## src/rtl/decim_timer_pkg.sv

```systemverilog
package decim_timer_pkg;

  localparam int SEL_W  = 3;
  localparam int RATE_W = 9;

  typedef logic [SEL_W-1:0]  rate_sel_t;
  typedef logic [RATE_W-1:0] rate_t;

  // Decimation rate per selector code; bit 2 picks the clock range.
  function automatic rate_t rate_lookup(input rate_sel_t sel);
    rate_t r;
    case (sel)
      3'd0:    r = 9'd391;
      3'd1:    r = 9'd313;
      3'd2:    r = 9'd78;
      3'd3:    r = 9'd39;
      3'd4:    r = 9'd384;
      3'd5:    r = 9'd320;
      3'd6:    r = 9'd77;
      default: r = 9'd38;
    endcase
    return r;
  endfunction

endpackage

```

## src/rtl/dt_mod_prescaler.sv

```systemverilog
module dt_mod_prescaler (
  input  logic clk,
  input  logic rst,
  input  logic full_speed,
  output logic tick
);
  // Free-running phase flop: deliberately not reset so the modulator
  // clock enable keeps running while the rest of the block is held.
  logic phase_q = 1'b0;

  always_ff @(posedge clk) begin
    phase_q <= ~phase_q;
  end

  assign tick = full_speed | phase_q;

  // at half speed a tick is always followed by a gap
  assert_tick_alternates_R10: assert property (@(posedge clk) disable iff (rst)
    (!full_speed && tick) |=> (full_speed || !tick));

endmodule

```

## src/rtl/dt_rate_select.sv

```systemverilog
module dt_rate_select
  import decim_timer_pkg::*;
(
  input  logic      clk,
  input  logic      rst,
  input  logic      load_en,
  input  rate_sel_t sel,
  output rate_t     rate_q
);
  always_ff @(posedge clk) begin
    if (rst || load_en) rate_q <= rate_lookup(sel);
  end

  // the rate in use only changes at a boundary, hold or reset
  assert_rate_hold_R9: assert property (@(posedge clk) disable iff (rst)
    !load_en |=> $stable(rate_q));

endmodule

```

## src/rtl/dt_period_counter.sv

```systemverilog
module dt_period_counter
  import decim_timer_pkg::*;
#(
  parameter int OSR_MULT = 128,
  localparam int OS_W = (OSR_MULT > 1) ? $clog2(OSR_MULT) : 1
) (
  input  logic  clk,
  input  logic  rst,
  input  logic  hold,
  input  logic  tick,
  input  rate_t rate,
  output logic  boundary
);
  logic [OS_W-1:0]   os_cnt;
  logic [RATE_W-1:0] dec_cnt;
  logic              os_last, dec_last;

  assign os_last  = (os_cnt == OS_W'(OSR_MULT - 1));
  assign dec_last = (dec_cnt == rate - RATE_W'(1));
  assign boundary = tick & os_last & dec_last & ~hold;

  always_ff @(posedge clk) begin
    if (rst || hold) begin
      os_cnt  <= '0;
      dec_cnt <= '0;
    end else if (tick) begin
      if (os_last) begin
        os_cnt <= '0;
        if (dec_last) dec_cnt <= '0;
        else          dec_cnt <= dec_cnt + RATE_W'(1);
      end else begin
        os_cnt <= os_cnt + OS_W'(1);
      end
    end
  end

  // both counter stages stay inside the current window
  assert_cnt_range_R2: assert property (@(posedge clk) disable iff (rst)
    (32'(os_cnt) < OSR_MULT) && (dec_cnt < rate));

endmodule

```

## src/rtl/dt_output_stage.sv

```systemverilog
module dt_output_stage (
  input  logic clk,
  input  logic rst,
  input  logic hold,
  input  logic boundary,
  output logic result_stb,
  output logic data_ready_n
);
  logic warn_q;

  always_ff @(posedge clk) begin
    if (rst) begin
      warn_q       <= 1'b0;
      result_stb   <= 1'b0;
      data_ready_n <= 1'b1;
    end else begin
      warn_q     <= boundary;
      result_stb <= warn_q & ~hold;
      if (hold)          data_ready_n <= 1'b1;
      else if (warn_q)   data_ready_n <= 1'b0;
      else if (boundary) data_ready_n <= 1'b1;
    end
  end

  // strobe lasts exactly one cycle
  assert_single_pulse_R4: assert property (@(posedge clk) disable iff (rst)
    result_stb |=> !result_stb);

  // a held cadence gives no strobe and a high flag
  assert_hold_blocks_R7: assert property (@(posedge clk) disable iff (rst)
    hold |=> (!result_stb && data_ready_n));

endmodule

```

## src/rtl/decim_rate_timer.sv

```systemverilog
module decim_rate_timer
  import decim_timer_pkg::*;
#(
  parameter int OSR_MULT = 128
) (
  input  logic             clk,
  input  logic             rst,
  input  logic             conv_hold,
  input  logic [SEL_W-1:0] rate_sel,
  input  logic             mod_full_speed,
  output logic             result_stb,
  output logic             data_ready_n,
  output logic             mod_tick
);
  rate_t rate_q;
  logic  boundary;

  dt_mod_prescaler u_prescaler (
    .clk        (clk),
    .rst        (rst),
    .full_speed (mod_full_speed),
    .tick       (mod_tick)
  );

  dt_rate_select u_rate (
    .clk     (clk),
    .rst     (rst),
    .load_en (conv_hold | boundary),
    .sel     (rate_sel),
    .rate_q  (rate_q)
  );

  dt_period_counter #(.OSR_MULT(OSR_MULT)) u_counter (
    .clk      (clk),
    .rst      (rst),
    .hold     (conv_hold),
    .tick     (mod_tick),
    .rate     (rate_q),
    .boundary (boundary)
  );

  dt_output_stage u_out (
    .clk          (clk),
    .rst          (rst),
    .hold         (conv_hold),
    .boundary     (boundary),
    .result_stb   (result_stb),
    .data_ready_n (data_ready_n)
  );

  // the flag only falls together with a strobe
  assert_drdy_fall_with_stb_R5: assert property (@(posedge clk) disable iff (rst)
    $fell(data_ready_n) |-> result_stb);

  // the flag was high in the cycle before every strobe
  assert_drdy_high_before_stb_R6: assert property (@(posedge clk) disable iff (rst)
    result_stb |-> $past(data_ready_n));

endmodule

```

## config.mk

```make
export PLATFORM = sky130hd
export DESIGN_NAME = decim_rate_timer
export DESIGN_NICKNAME = d
export VERILOG_FILES = /design/src/rtl/decim_timer_pkg.sv /design/src/rtl/dt_mod_prescaler.sv /design/src/rtl/dt_rate_select.sv /design/src/rtl/dt_period_counter.sv /design/src/rtl/dt_output_stage.sv /design/src/rtl/decim_rate_timer.sv
export SDC_FILE = /design/constraint.sdc
export NUM_CORES = 1
export LEC_CHECK = 0
export CORE_ASPECT_RATIO = 1.5
export CORE_MARGIN = 8
export CORE_UTILIZATION = 50
export DETAILED_ROUTE_END_ITERATION = 16
export MAX_ROUTING_LAYER = met4
export PLACE_DENSITY = 0.81
export SLEW_MARGIN = 20
export SYNTH_ARGS = -nofsm -noshare
export SYNTH_HDL_FRONTEND = slang
export SYNTH_SLANG_ARGS = --single-unit
```

## constraint.sdc

```tcl
create_clock -name clk -period 3.2 [get_ports clk]
set_input_delay 0.8 -clock clk [delete_from_list [all_inputs] [get_ports clk]]
set_output_delay 0.8 -clock clk [all_outputs]
set_load 0.02 [all_outputs]
```

==> results of run 1 <==
## metrics by stage
stage                     hold WS [ps]  instance area [sq um]  utilization  power [W]  setup slack [ps]
final                              388                   1760        0.605   0.000815               200
after global routing               410                   1760        0.605   0.000851               146
after CTS                          395                   1760        0.605   0.000821               199
after detailed placement           381                   1660        0.570   0.000494               209
after global placement             368                   1660        0.570   0.000487               266
after floorplan                    353                   1540            -   0.000469               774
## cells in the mapped netlist, types with 2 or more instances
| cell | count | share of area |
|---|---|---|
| nor3_2 | 6 | 0.039 |
| nand3_1 | 2 | 0.0065 |
| xnor2_1 | 12 | 0.068 |
| xor2_1 | 9 | 0.051 |
| nor2_1 | 16 | 0.039 |
| o221ai_1 | 2 | 0.011 |
| or2_2 | 3 | 0.012 |
| clkbuf_1 | 2 | 0.0049 |
| nor3_1 | 4 | 0.013 |
| edfxtp_1 | 9 | 0.18 |
| nand4_1 | 10 | 0.041 |
| o21ai_0 | 7 | 0.023 |
| dfxtp_1 | 20 | 0.26 |
| ha_1 | 3 | 0.024 |
| and3_2 | 2 | 0.0098 |
| nand4b_1 | 2 | 0.011 |
| inv_1 | 7 | 0.017 |
| and3_1 | 3 | 0.012 |
| nand2_1 | 11 | 0.027 |
| a21oi_1 | 4 | 0.013 |
## power groups by stage
stage / clock network, W / registers (W) / logic, W
global route: 0.000354 / 0.000410 / 0.0000865
CTS: 0.000334 / 0.000408 / 0.0000787
detailed placement: 0 / 0.000416 / 0.0000784
floorplan: 0 / 0.000412 / 0.0000569
global placement: 0 / 0.000415 / 0.0000725
finish: 0.000329 / 0.000408 / 0.0000780
## cells by family after synthesis
kind of cell               share of synthesized area
AOI/OAI and AO/OA                              0.103
xor gates and xnor gates                       0.120
adders and majority gates                     0.0244
buffers and inverters                         0.0317
DFF                                            0.436
and+or+nand+nor                                0.286
## metal layers
metal / track usage / up-vias
met1: 0.121 / 570
met3: 0.0463 / 16
met2: 0.227 / 25
li1: - / 590
met5: - / -
met4: 0.107 / 0
## registers in the layout, indices dropped and copies added, names as in the netlist
register and flops:
u_counter.dec_cnt 9, u_rate.rate_q 9, u_counter.os_cnt 7, u_out.data_ready_n 1, u_out.result_stb 1, u_out.warn_q 1, u_prescaler.phase_q 1
## worst max-delay path, stage by stage
cell and delay (ps):
clkdlybuf4s50_1 400, nor2_1 270, inv_1 150, clkdlybuf4s50_1 570
## cells in the final DEF, fill, tap and decap left out, types with 3 or more instances in the layout
cell type | netlist | final
dfxtp_1 | 20 | 20
nor3_1 | 4 | 4
nor2_1 | 16 | 16
nand2_1 | 11 | 11
o21ai_0 | 7 | 7
xor2_1 | 9 | 9
nor3_2 | 6 | 6
or2_2 | 3 | 3
and3_1 | 3 | 3
xnor2_1 | 12 | 12
inv_1 | 7 | 7
clkbuf_8 | 0 | 7
nand4_1 | 10 | 10
a21oi_1 | 4 | 4
clkdlybuf4s50_1 | 0 | 9
ha_1 | 3 | 3
edfxtp_1 | 9 | 9
## worst max path at each step
stage / end / cells after the start
6_report: mod_tick / 4
5_1_grt: mod_tick / 4
3_3_place_gp: mod_tick / 4
4_1_cts: mod_tick / 4
3_5_place_dp: mod_tick / 4
2_1_floorplan: u_rate.rate_q[0]$_DFFE_PP_ / 8
## cell type report
class | instances | area [sq um] | share of cell area
inverters | 7 | 26.3 | 0.0149
flip-flops and latches | 29 | 671 | 0.380
clock buffers | 7 | 96.3 | 0.0546
clock inverters | 1 | 5.00 | 0.00284
well taps | 39 | 48.8 | 0.0277
multi-input cells | 116 | 818 | 0.464
repair buffers | 10 | 97.6 | 0.0554
==> results by stage, run 1 <==
Synth:
- For this run, the number of Yosys warnings is 0.
- Counting flops with a built-in enable in the synthesized netlist gives 9.
- The synthesized netlist cell count is 156.
- The share of synthesized flip-flops with an asynchronous set or reset is 0.
- Summing every instance area after synthesis gives 1540 sq um.
- The count of unique library cells instantiated by Yosys is 42.
- The synthesized area per cell is 9.86 sq um.
- Of the synthesized area, sequential elements account for 0.436.
- Synthesis produced a netlist with a net count of 166.
- Synthesis inferred 29 register bits.
- The prevailing post-synth register cell is dfxtp_1.

STA:
- In the final timing run, aggregate negative setup slack is 0 ps.
- Headroom to the max-slew limit came out at 0.688.
- The clock skew is 8.80 ps.
- The final count of pins violating max slew is 0.
- The minimum clock period after layout is 3000 ps.
- Setup violations remaining at the end of the flow were counted as 0.
- Setup repair after global routing left no endpoint under its margin.
- The final-report hold violation count came to 0.
- The slew at the pin with the worst max-slew slack is 464 ps.
- Based on the critical path, the design can be clocked at up to 333 MHz.
- Of the available clock period, the critical path in the final layout requires 0.938.

Route:
- For this block, the via count after detailed routing is 1,201.
- The routed length per instance is 14.4 microns.
- The wire length on met3 is 107 microns.
- The detailed router used layers up to and including met4.
- The violation count after the first detailed-routing iteration is 36.
- In the routed design, unresolved DRC markers number 0.
- Wires add up to 3.02 mm.
- Detailed routing placed a total of 1.64 mm of wire on met2.
- The routed via count divided by cell count is 5.75.
- The count of nets left with antenna violations after detail routing is 0.
- The detailed router put a total of 1.10 mm of wire on met1.
- The first detailed-routing pass took 5 iterations.

Critical path:
- The data arrival at the endpoint of the critical path is 2200 ps.
- The origin of the worst setup path is mod_full_speed.
- The worst flop-to-flop path startpoint is u_rate.rate_q[0]$_DFFE_PP_.
- In this run the critical register-to-register path is captured at u_rate.rate_q[3]$_DFFE_PP_.
- STA classifies the critical path startpoint as an input port.
- Across all register-to-register paths, the minimum setup slack is 450 ps.
- The critical path in this run is classified as in2out.
- The worst register-to-register path has a depth of 8.
- At the worst endpoint, the required time is 2400 ps.
- Along the worst path, the maximum fanout reaches 5.
- STA classifies the critical path endpoint as an output pin.

Clocking:
- The H-tree depth is 2.
- The clock buffer count from CTS is 5.
- The post-CTS resize count is 0.
- The insertion delay to the later sink of the worst-skew pair is 280 ps.
- The cell at the root of the clock tree is clkbuf_8.
- Once the clock tree was built, the setup fixing pass inserted 0 buffers.
- The number of hold buffers added after cts is 0.
- The CTS tree is done.
- The number of sinks handled by clock tree synthesis is 29.
- The maximum count of clock buffers along a single path is 2.
- The clock-pin slew reported for the worst setup and hold paths after clock tree synthesis is 50 ps.

Die:
- Measured along the y axis, the die boundary spans 83.9 microns.
- The number of top-level pins is 10.
- The core region is 2910 sq um.
- The die area is 5140 sq um.
- The initial utilization of the core area, before any placement, comes to 0.528.
- The placement row count is 24.
- The die extent in x is 61.3 microns.

Hold path:
- The worst hold-check path type is reg2reg.
- Counting instances, the worst hold path has a depth of 1.
- The end point of the most critical hold path is u_prescaler.phase_q$_DFF_P_.
- The launch instance of the worst min-delay path is u_prescaler.phase_q$_DFF_P_.

GRT:
- The via count of the first global-routing pass is 1,257.
- The total track usage is 0.138.
- The initial antenna violation count is 0.
- The global-route wire length before repair is 5.27 mm.
- Entering global routing, the biggest net connects 18 pins.
- The global route total overflow is 0.

Power and ir drop:
- Internal power comes to 0.000625 W.
- Of the total power, combinational logic draws 0.096.
- The worst-case IR drop observed on VDD is 0.361 mV.
- Of the total power, registers draw 0.500.
- The power share of the clock group is 0.404.
- Summed over all nets, the switching power comes to 0.000191 W.
- The switching portion of total power is 0.234.
- For this design the ratio of total power to cell area is 462 nW/um^2.
- In this run the static leakage power is 0.615 nW.

Outcome:
- The flow ran to the end, and the final reports show no timing, DRC or antenna violations.

Layout:
- The number of antenna diodes in the final layout is 0.
- The fraction of final layout cells with drive strength greater than 1 is 0.159.
- The number of nets at the end of the flow is 179.
- The count of non-filler cells in the finished layout is 209.
- The final-layout fill cell count is 240.
- Relative to the synthesized area, the layout overhead comes to 14.6%.

Place:
- The count of port buffers added during placement is 9.
- Detailed placement ended at an HPWL of 2.32 mm.
- The routability congestion estimate from global placement is 0.831.
- The total placed cells including tap cells is 201.

Job:
- The number of max-capacitance violations reported is 0.
Note: power is estimated with default switching activity, not from simulation.
==> run 2, diff against run 1 <==
--- a/config.mk
+++ b/config.mk
@@ -8,10 +8,11 @@
 export CORE_ASPECT_RATIO = 1.5
 export CORE_MARGIN = 8
-export CORE_UTILIZATION = 50
+export CORE_UTILIZATION = 55
 export DETAILED_ROUTE_END_ITERATION = 16
 export MAX_ROUTING_LAYER = met4
-export PLACE_DENSITY = 0.81
+export PLACE_DENSITY = 0.87
 export SLEW_MARGIN = 20
 export SYNTH_ARGS = -nofsm -noshare
 export SYNTH_HDL_FRONTEND = slang
+export SYNTH_HIERARCHICAL = 1
 export SYNTH_SLANG_ARGS = --single-unit
==> constraint.sdc (replaced) <==
create_clock -name clk -period 3.2 [get_ports clk]
set_input_delay 0.8 -clock clk [delete_from_list [all_inputs] [get_ports clk]]
set_output_delay 0.8 -clock clk [all_outputs]
set_load 0.05 [all_outputs]
==> run 2 against run 1 <==
Effect of this change:
- clock power is 10% higher
- global-route usage is 2.0 points higher
- design area is 0.85% lower
- count of clock-buffer cells in the layout is 1 higher
==> results by stage, run 2 <==
Outcome:
- The run finished with clean final reports.

Clocking:
- The number of buffers inserted to repair setup after CTS is 0 (unchanged).
- The clock-pin slew reported for the worst setup and hold paths after clock tree synthesis is 60 ps (about the same).
- The insertion delay to the later sink of the worst-skew pair is 280 ps (about the same).
- The H-tree depth came to 2 (unchanged).
- The clock buffer count from CTS is 5 (unchanged).
- TritonCTS built the clock tree.
- The maximum count of clock buffers along a single path is 2 (unchanged).
- The cell at the root of the clock tree is clkbuf_8.
- The number of sinks handled by clock tree synthesis came to 29 (unchanged).
- The post-CTS resize count is 0 (unchanged).
- The number of hold buffers added after cts was 0 (unchanged).

Job:
- The number of max-capacitance violations reported was 0 (unchanged).

STA:
- The slew at the pin with the worst max-slew slack came to 565 ps (+101 ps).
- The clock skew was 6.21 ps (-2.58 ps).
- The final clock period utilization by the worst path was 0.929 (-0.00821).
- The total negative slack is 0 ps (unchanged).
- Setup repair after global routing left no endpoint under its margin.
- The final-report hold violation count is 0 (unchanged).
- The final count of pins violating max slew is 0 (unchanged).
- The timing-limited maximum frequency is 336 MHz (+0.88%).
- The worst slew slack as a fraction of its limit came to 0.620 (-0.0677).
- The number of endpoints failing setup at the final stage is 0 (unchanged).
- The minimum clock period after layout is 2970 ps (-26.3 ps).

GRT:
- The total track usage came to 0.158 (+0.0198).
- The initial antenna violation count is 0 (unchanged).
- The global-route wire length before repair was 5.34 mm (+1.3%).
- The largest net degree at the start of global routing is 13 (-5).
- The global route total overflow is 0 (unchanged).
- The via count of the first global-routing pass is 1,236 (-1.7%).

Synth:
- After synthesis, the cell types taking the most area are dfxtp_1 (27%), edfxtp_1 (18%), xnor2_1 (9.4%).
- The number of flip-flops and latches in the synthesized netlist is 29 (unchanged).
- Among all flip-flop cells after synthesis, the most frequent one is dfxtp_1.
- The share of synthesized flip-flops with an asynchronous set or reset came to 0 (unchanged).
- The mapped cell area is 1490 sq um (-2.8%).
- Counting instances in the post-synthesis netlist gives the leading cell types as nor2_1 (21), dfxtp_1 (20), xnor2_1 (16).
- The fraction of post-synthesis cell area in the top cell type by area is 0.268 (+0.00763).
- The number of enable flip-flop cells after synthesis came to 9 (unchanged).
- dfxtp_1 takes more of the synthesized area than any other cell.
- The synthesized area per cell was 9.34 sq um (-5.3%).
- The number of synthesis warnings is 6 (+6).
- The synthesized netlist cell count is 160 (+2.6%).
- The synthesized net count is 170 (+2.4%).
- The count of unique library cells instantiated by Yosys is 36 (-14%).
- nor2_1 is the most common cell in the netlist.
- The register area share after synthesis was 0.449 (+0.0128).

Layout:
- In the final layout, the registers with the most flip-flops are u_counter/dec_cnt: 9 flops, u_rate/rate_q: 9 flops, u_counter/os_cnt: 7 flops.
- The final core utilization is 0.667 (+0.0622).
- Leaving out fill and tap cells, the most frequent cells in the layout are nor2_1 (21), dfxtp_1 (20), xnor2_1 (16).
- The sequential cell area came to 671 sq um (unchanged).
- The count of inserted antenna diode cells came to 0 (unchanged).
- The footprint of the multi-input gates was 778 sq um (-4.9%).
- The count of non-filler cells in the finished layout came to 212 (+1.4%).
- The final-layout fill cell count was 203 (-15%).
- The most common cell after layout, fill and taps aside is nor2_1.
- The fraction of final layout cells with drive strength greater than 1 is 0.103 (-0.0560).
- The number of nets at the end of the flow is 184 (+2.8%).
- The area growth from synthesis to layout is 17.0%.

Critical path:
- The worst path required time was 3140 ps (+740 ps).
- The critical path buffer and inverter count is 0 (-3).
- The most critical setup path has its endpoint at u_rate/rate_q[3]$_DFFE_PP_.
- The critical path's largest stage delay came to 570 ps (about the same).
- The cell count along the critical path came to 8 (+4).
- On the critical path the largest part of the delay comes from simple AND/OR/NAND/NOR gates.
- In this run the critical register-to-register path is launched from u_rate/rate_q[2]$_DFFE_PP_.
- The slack of the worst reg-to-reg path is 230 ps (-220 ps).
- By instance count, the cell type seen most on the critical path is or2_1.
- The number of cells on the worst reg-to-reg path is 8 (unchanged).
- In this run the worst setup path begins at u_rate/rate_q[2]$_DFFE_PP_.
- The largest fanout on the critical path is 9 (+4).
- The endpoint class of the critical path is a flop.
- The data arrival at the endpoint of the critical path is 2920 ps (+720 ps).
- The slowest library cell on the worst path is nor4_1.
- The worst register-to-register path ends at u_rate/rate_q[3]$_DFFE_PP_.
- The critical path in this run is classified as reg2reg.
- Walking the worst path, the cells encountered are nor4_1 > nand2_1 > xnor2_1 > o22a_1 > nand4bb_1 > nor3_1 > or2_1 > or2_1.
- The kind of start point of the critical path is a flop.

Die:
- The initial core utilization is 0.570 (+0.0426).
- The die area came to 4670 sq um (-9.1%).
- The placement row count was 23 (-4.2%).
- The die span in y was 79.8 microns (-4.9%).
- The die extent in x came to 58.6 microns (-4.4%).
- The core box area is 2620 sq um (-10%).
- The number of top-level pins is 10 (unchanged).

Power and ir drop:
- The total power divided by cell area is 494 nW/um^2 (+6.8%).
- The leakage power of the design was 0.631 nW (+2.6%).
- The peak supply drop is 0.430 mV (+19%).

Place:
- The total placed cells including tap cells is 204 (+1.5%).
- The count of port buffers added during placement came to 9 (unchanged).
- The routability congestion estimate from global placement is 0.853 (+2.6%).
- The placed wire-length estimate after detailed placement is 2.41 mm (+3.7%).

Route:
- The violation count after the first detailed-routing iteration came to 35 (-2.8%).
- The routed length per instance was 15.6 microns (+8.0%).
- The routed via count divided by cell count came to 5.70 (-0.84%).
- The number of design rule violations left after detail routing came to 0 (unchanged).
- The overall via count from detail_route is 1,208 (+0.58%).
- The post-detailed-routing wire length is 3.31 mm (+9.6%).
- The count of nets left with antenna violations after detail routing came to 0 (unchanged).
- The count of TritonRoute iterations in the first routing pass is 5 (unchanged).

Hold path:
- In this run the worst hold path is classified as reg2reg.
==> run 2: final cells by class <==
| class | count | area share |
|---|---|---|
| inverters | 7 | 0.0150 |
| clock buffers | 8 | 0.0637 |
| multi-input cells | 120 | 0.445 |
| well taps | 37 | 0.0265 |
| flip-flops and latches | 29 | 0.384 |
| repair buffers | 11 | 0.0659 |
==> run 2: per-stage QoR <==
step	worst slack [ps]	hold slack, ps	instance area [sq um]	total power [W]
2_1_floorplan	399	348	1490	0.000476
3_3_place_gp	512	356	1640	0.000498
3_5_place_dp	318	372	1640	0.000505
4_1_cts	300	387	1750	0.000869
5_1_grt	52.2	405	1750	0.000893
6_report	226	379	1750	0.000863
==> run 2: worst register-to-register path, stage by stage (launching register included) <==
cell       delay [ps]
edfxtp_1          470
nor4_1            570
nand2_1           160
xnor2_1           180
o22a_1            260
nand4bb_1         220
nor3_1            300
or2_1             150
or2_1             340
==> run 2: kinds of logic after synthesis <==
family / synth area share
adder cells (fa/ha/maj): 0.0251
XOR/XNOR: 0.158
buffers and inverters: 0.0301
multiplexers: 0.00670
AO/OA/AOI/OAI: 0.0586
AND/OR/NAND/NOR: 0.272
flip-flops: 0.449
==> run 2: power by group <==
group	internal [W]	switching (W)
combinational	0.0000417	0.0000502
clock	0.000222	0.000141
sequential	0.000394	0.0000141
==> run 2: worst min-delay path by stage <==
| stage | slack, ps | from | to | depth (start not counted) |
|---|---|---|---|---|
| after floorplan | 350 | u_prescaler/phase_q$_DFF_P_ | u_prescaler/phase_q$_DFF_P_ | 1 |
| after global placement | 360 | u_prescaler/phase_q$_DFF_P_ | u_prescaler/phase_q$_DFF_P_ | 1 |
| after detailed placement | 370 | u_prescaler/phase_q$_DFF_P_ | u_prescaler/phase_q$_DFF_P_ | 1 |
| after CTS | 390 | u_prescaler/phase_q$_DFF_P_ | u_prescaler/phase_q$_DFF_P_ | 1 |
| after global routing | 410 | u_prescaler/phase_q$_DFF_P_ | u_prescaler/phase_q$_DFF_P_ | 1 |
| final | 380 | u_prescaler/phase_q$_DFF_P_ | u_prescaler/phase_q$_DFF_P_ | 1 |
==> run 2: layer usage <==
layer  vias to the layer above  GRT usage  part of all wire
met2                        50      0.283              0.54
li1                        578          -                 -
met4                         0      0.123             0.052
met1                       561      0.131              0.36
met5                         -          -                 0
met3                        19     0.0452             0.052
==> run 3, diff against run 2 <==
Settings changed: CORE_UTILIZATION 55 to 43, PLACE_DENSITY 0.87 to 0.73.
==> run 3 against run 2 <==
Effect of this change:
- sequential cell count unchanged
- register-to-register slack better by 200 ps
- setup slack better by 200 ps
- critical path type unchanged
- critical endpoint is now u_rate/rate_q[6]$_DFFE_PP_
- clock skew down 2.7 ps
- hold slack worse by 7.3 ps
- largest cell class unchanged
==> results by stage, run 3 (synthesized netlist as in run 2, its figures left out) <==
Outcome:
- The run finished with clean final reports.

Route:
- The count of nets left with antenna violations after detail routing is 0 (unchanged).
- The overall via count from detail_route was 1,143 (-5.4%).
- The count of TritonRoute iterations in the first routing pass came to 4 (-1).
- The post-detailed-routing wire length came to 3.00 mm (-9.3%).
- The violation count after the first detailed-routing iteration is 36 (+2.9%).
- The number of design rule violations left after detail routing was 0 (unchanged).
- The routed via count divided by cell count was 5.29 (-7.1%).
- The routed length per instance is 13.9 microns (-11%).

Layout:
- The fraction of final layout cells with drive strength greater than 1 was 0.0977 (-0.00516).
- The library cell used most frequently in the layout, excluding fill and tap cells, is nor2_1.
- The post-synthesis to final-layout area growth is 15.2%.
- Leaving out fill and tap cells, the most frequent cells in the layout are nor2_1 (21), dfxtp_1 (20), xnor2_1 (16).
- The count of inserted antenna diode cells is 0 (unchanged).
- The number of nets at the end of the flow is 184 (unchanged).
- The final-layout fill cell count was 335 (+65%).
- In the final layout, the registers with the most flip-flops are u_counter/dec_cnt: 9 flops, u_rate/rate_q: 9 flops, u_counter/os_cnt: 7 flops.

Place:
- The count of port buffers added during placement was 9 (unchanged).
- The routability congestion estimate from global placement was 0.857 (+0.46%).
- The placed wire-length estimate after detailed placement was 2.36 mm (-2.0%).

Clocking:
- The clock buffer count from CTS came to 5 (unchanged).
- The maximum count of clock buffers along a single path came to 2 (unchanged).
- The insertion delay to the later sink of the worst-skew pair was 280 ps (about the same).
- The clock-pin slew reported for the worst setup and hold paths after clock tree synthesis is 60 ps (about the same).
- The root buffer cell chosen for the clock tree is clkbuf_8.
- The CTS tree is done.
- The number of sinks handled by clock tree synthesis is 29 (unchanged).
- The number of buffers inserted to repair setup after CTS is 0 (unchanged).
- The H-tree depth is 2 (unchanged).
- The number of hold buffers added after cts came to 0 (unchanged).
- The post-CTS resize count is 0 (unchanged).

GRT:
- The via count of the first global-routing pass was 1,178 (-4.7%).
- The total track usage is 0.120 (-0.0376).
- The initial antenna violation count was 0 (unchanged).
- The largest net degree at the start of global routing is 13 (unchanged).
- The global route total overflow is 0 (unchanged).
- The global-route wire length before repair was 5.12 mm (-4.1%).

STA:
- The final count of pins violating max slew is 0 (unchanged).
- The number of endpoints failing setup at the final stage is 0 (unchanged).
- Setup repair after global routing left no endpoint under its margin.
- The final-report hold violation count is 0 (unchanged).
- The final-layout worst hold slack came to 372 ps (-7.34 ps).
- The final clock period utilization by the worst path is 0.866 (-0.0637).
- The total negative slack is 0 ps (unchanged).
- The minimum clock period after layout came to 2770 ps (-204 ps).
- The clock skew is 3.50 ps (-2.72 ps).
- The slew at the pin with the worst max-slew slack is 504 ps (-61.0 ps).
- The timing-limited maximum frequency came to 361 MHz (+7.4%).
- The worst slew slack as a fraction of its limit was 0.663 (+0.0431).

Die:
- The die extent in x is 64.1 microns (+9.5%).
- The die area is 5660 sq um (+21%).
- The number of top-level pins is 10 (unchanged).
- The initial core utilization is 0.442 (-0.129).
- The placement row count is 26 (+13%).
- The core box area was 3380 sq um (+29%).
- The die span in y is 88.2 microns (+10%).

Power and ir drop:
- The sequential fraction of design power is 0.529 (+0.056).
- The leakage power of the design is 0.615 nW (-2.5%).
- The power share of the clock group is 0.356 (-0.065).
- The peak supply drop came to 0.306 mV (-29%).
- The internal power summed over all cells is 0.000583 W (-11%).
- The switching power summed over all nets is 0.000188 W (-8.6%).
- The switching portion of total power is 0.244 (+0.00571).
- The logic gate share of total power is 0.115 (+0.009).
- The total power divided by cell area came to 448 nW/um^2 (-9.3%).

Critical path:
- STA classifies the critical path startpoint as a flop.
- The largest fanout on the critical path is 9 (unchanged).
- The critical path buffer and inverter count is 0 (unchanged).
- The worst path required time is 3150 ps (about the same).
- On the critical path, the stage with the largest delay is an instance of nor4_1.
- The critical path's largest stage delay is 480 ps (-90 ps).
- The endpoint class of the critical path is a flop.
- The signal on the critical path passes through nor4_1 > nand2_1 > xnor2_1 > o22a_1 > nand4bb_1 > nor3_1 > or2_1 > or2_1.
- The data arrival at the endpoint of the critical path is 2720 ps (-200 ps).
- In this design, the critical path's most frequently occurring cell is or2_1.
- The critical path is of the reg2reg type.
- On the critical path the largest part of the delay comes from simple AND/OR/NAND/NOR gates.

Job:
- The number of max-capacitance violations reported is 0 (unchanged).

Hold path:
- The worst hold-check path type is reg2reg.
-- run 3: worst paths after layout --
kind,startpoint,end,slack (ps),cells past startpoint
worst max-delay path,u_rate/rate_q[2]$_DFFE_PP_,u_rate/rate_q[6]$_DFFE_PP_,430,8
worst min-delay path,u_prescaler/phase_q$_DFF_P_,u_prescaler/phase_q$_DFF_P_,370,1
worst max register to register,u_rate/rate_q[2]$_DFFE_PP_,u_rate/rate_q[6]$_DFFE_PP_,430,8
worst min register to register,u_prescaler/phase_q$_DFF_P_,u_prescaler/phase_q$_DFF_P_,370,1
-- run 3: worst register-to-register path, stage by stage, from the launching register on --
cell and delay, ps:
edfxtp_1 470, nor4_1 480, nand2_1 120, xnor2_1 140, o22a_1 250, nand4bb_1 210, nor3_1 310, or2_1 150
or2_1 300
-- run 3: power by group through the flow --
stage	clock (W)	combinational [W]	sequential (W)
after floorplan	0	0.0000639	0.000412
after global placement	0	0.0000844	0.000414
after detailed placement	0	0.0000882	0.000415
after CTS	0.000283	0.0000887	0.000407
after global routing	0.000294	0.0000968	0.000409
final	0.000274	0.0000890	0.000407
-- run 3: area by class of cell --
type / count / area (sq um) / share of cell area
timing repair buffer: 11 / 115 / 0.0669
tap: 42 / 52.6 / 0.0305
sequential: 29 / 671 / 0.390
clock buffer: 6 / 72.6 / 0.0422
clock inverter: 1 / 5.00 / 0.00291
multi-input combinational: 120 / 778 / 0.452
inverter: 7 / 26.3 / 0.0153
-- run 3: per-layer routing --
metal  part of all wire  vias to the layer above  global-route usage
li1                   -                      574                   -
met5                  0                        -                   -
met2               0.55                       23               0.222
met3              0.034                        7              0.0282
met1               0.39                      539               0.108
met4              0.025                        0              0.0737
-- run 3: through the flow --
step	power (W)	worst slack, ps	cells	area, sq um	utilization
CTS	0.000779	421	216	1720	0.509
detailed placement	0.000503	353	209	1640	0.486
floorplan	0.000476	399	160	1490	-
global route	0.000800	95.8	216	1720	0.509
global placement	0.000499	465	209	1640	0.486
finish	0.000771	430	216	1720	0.509
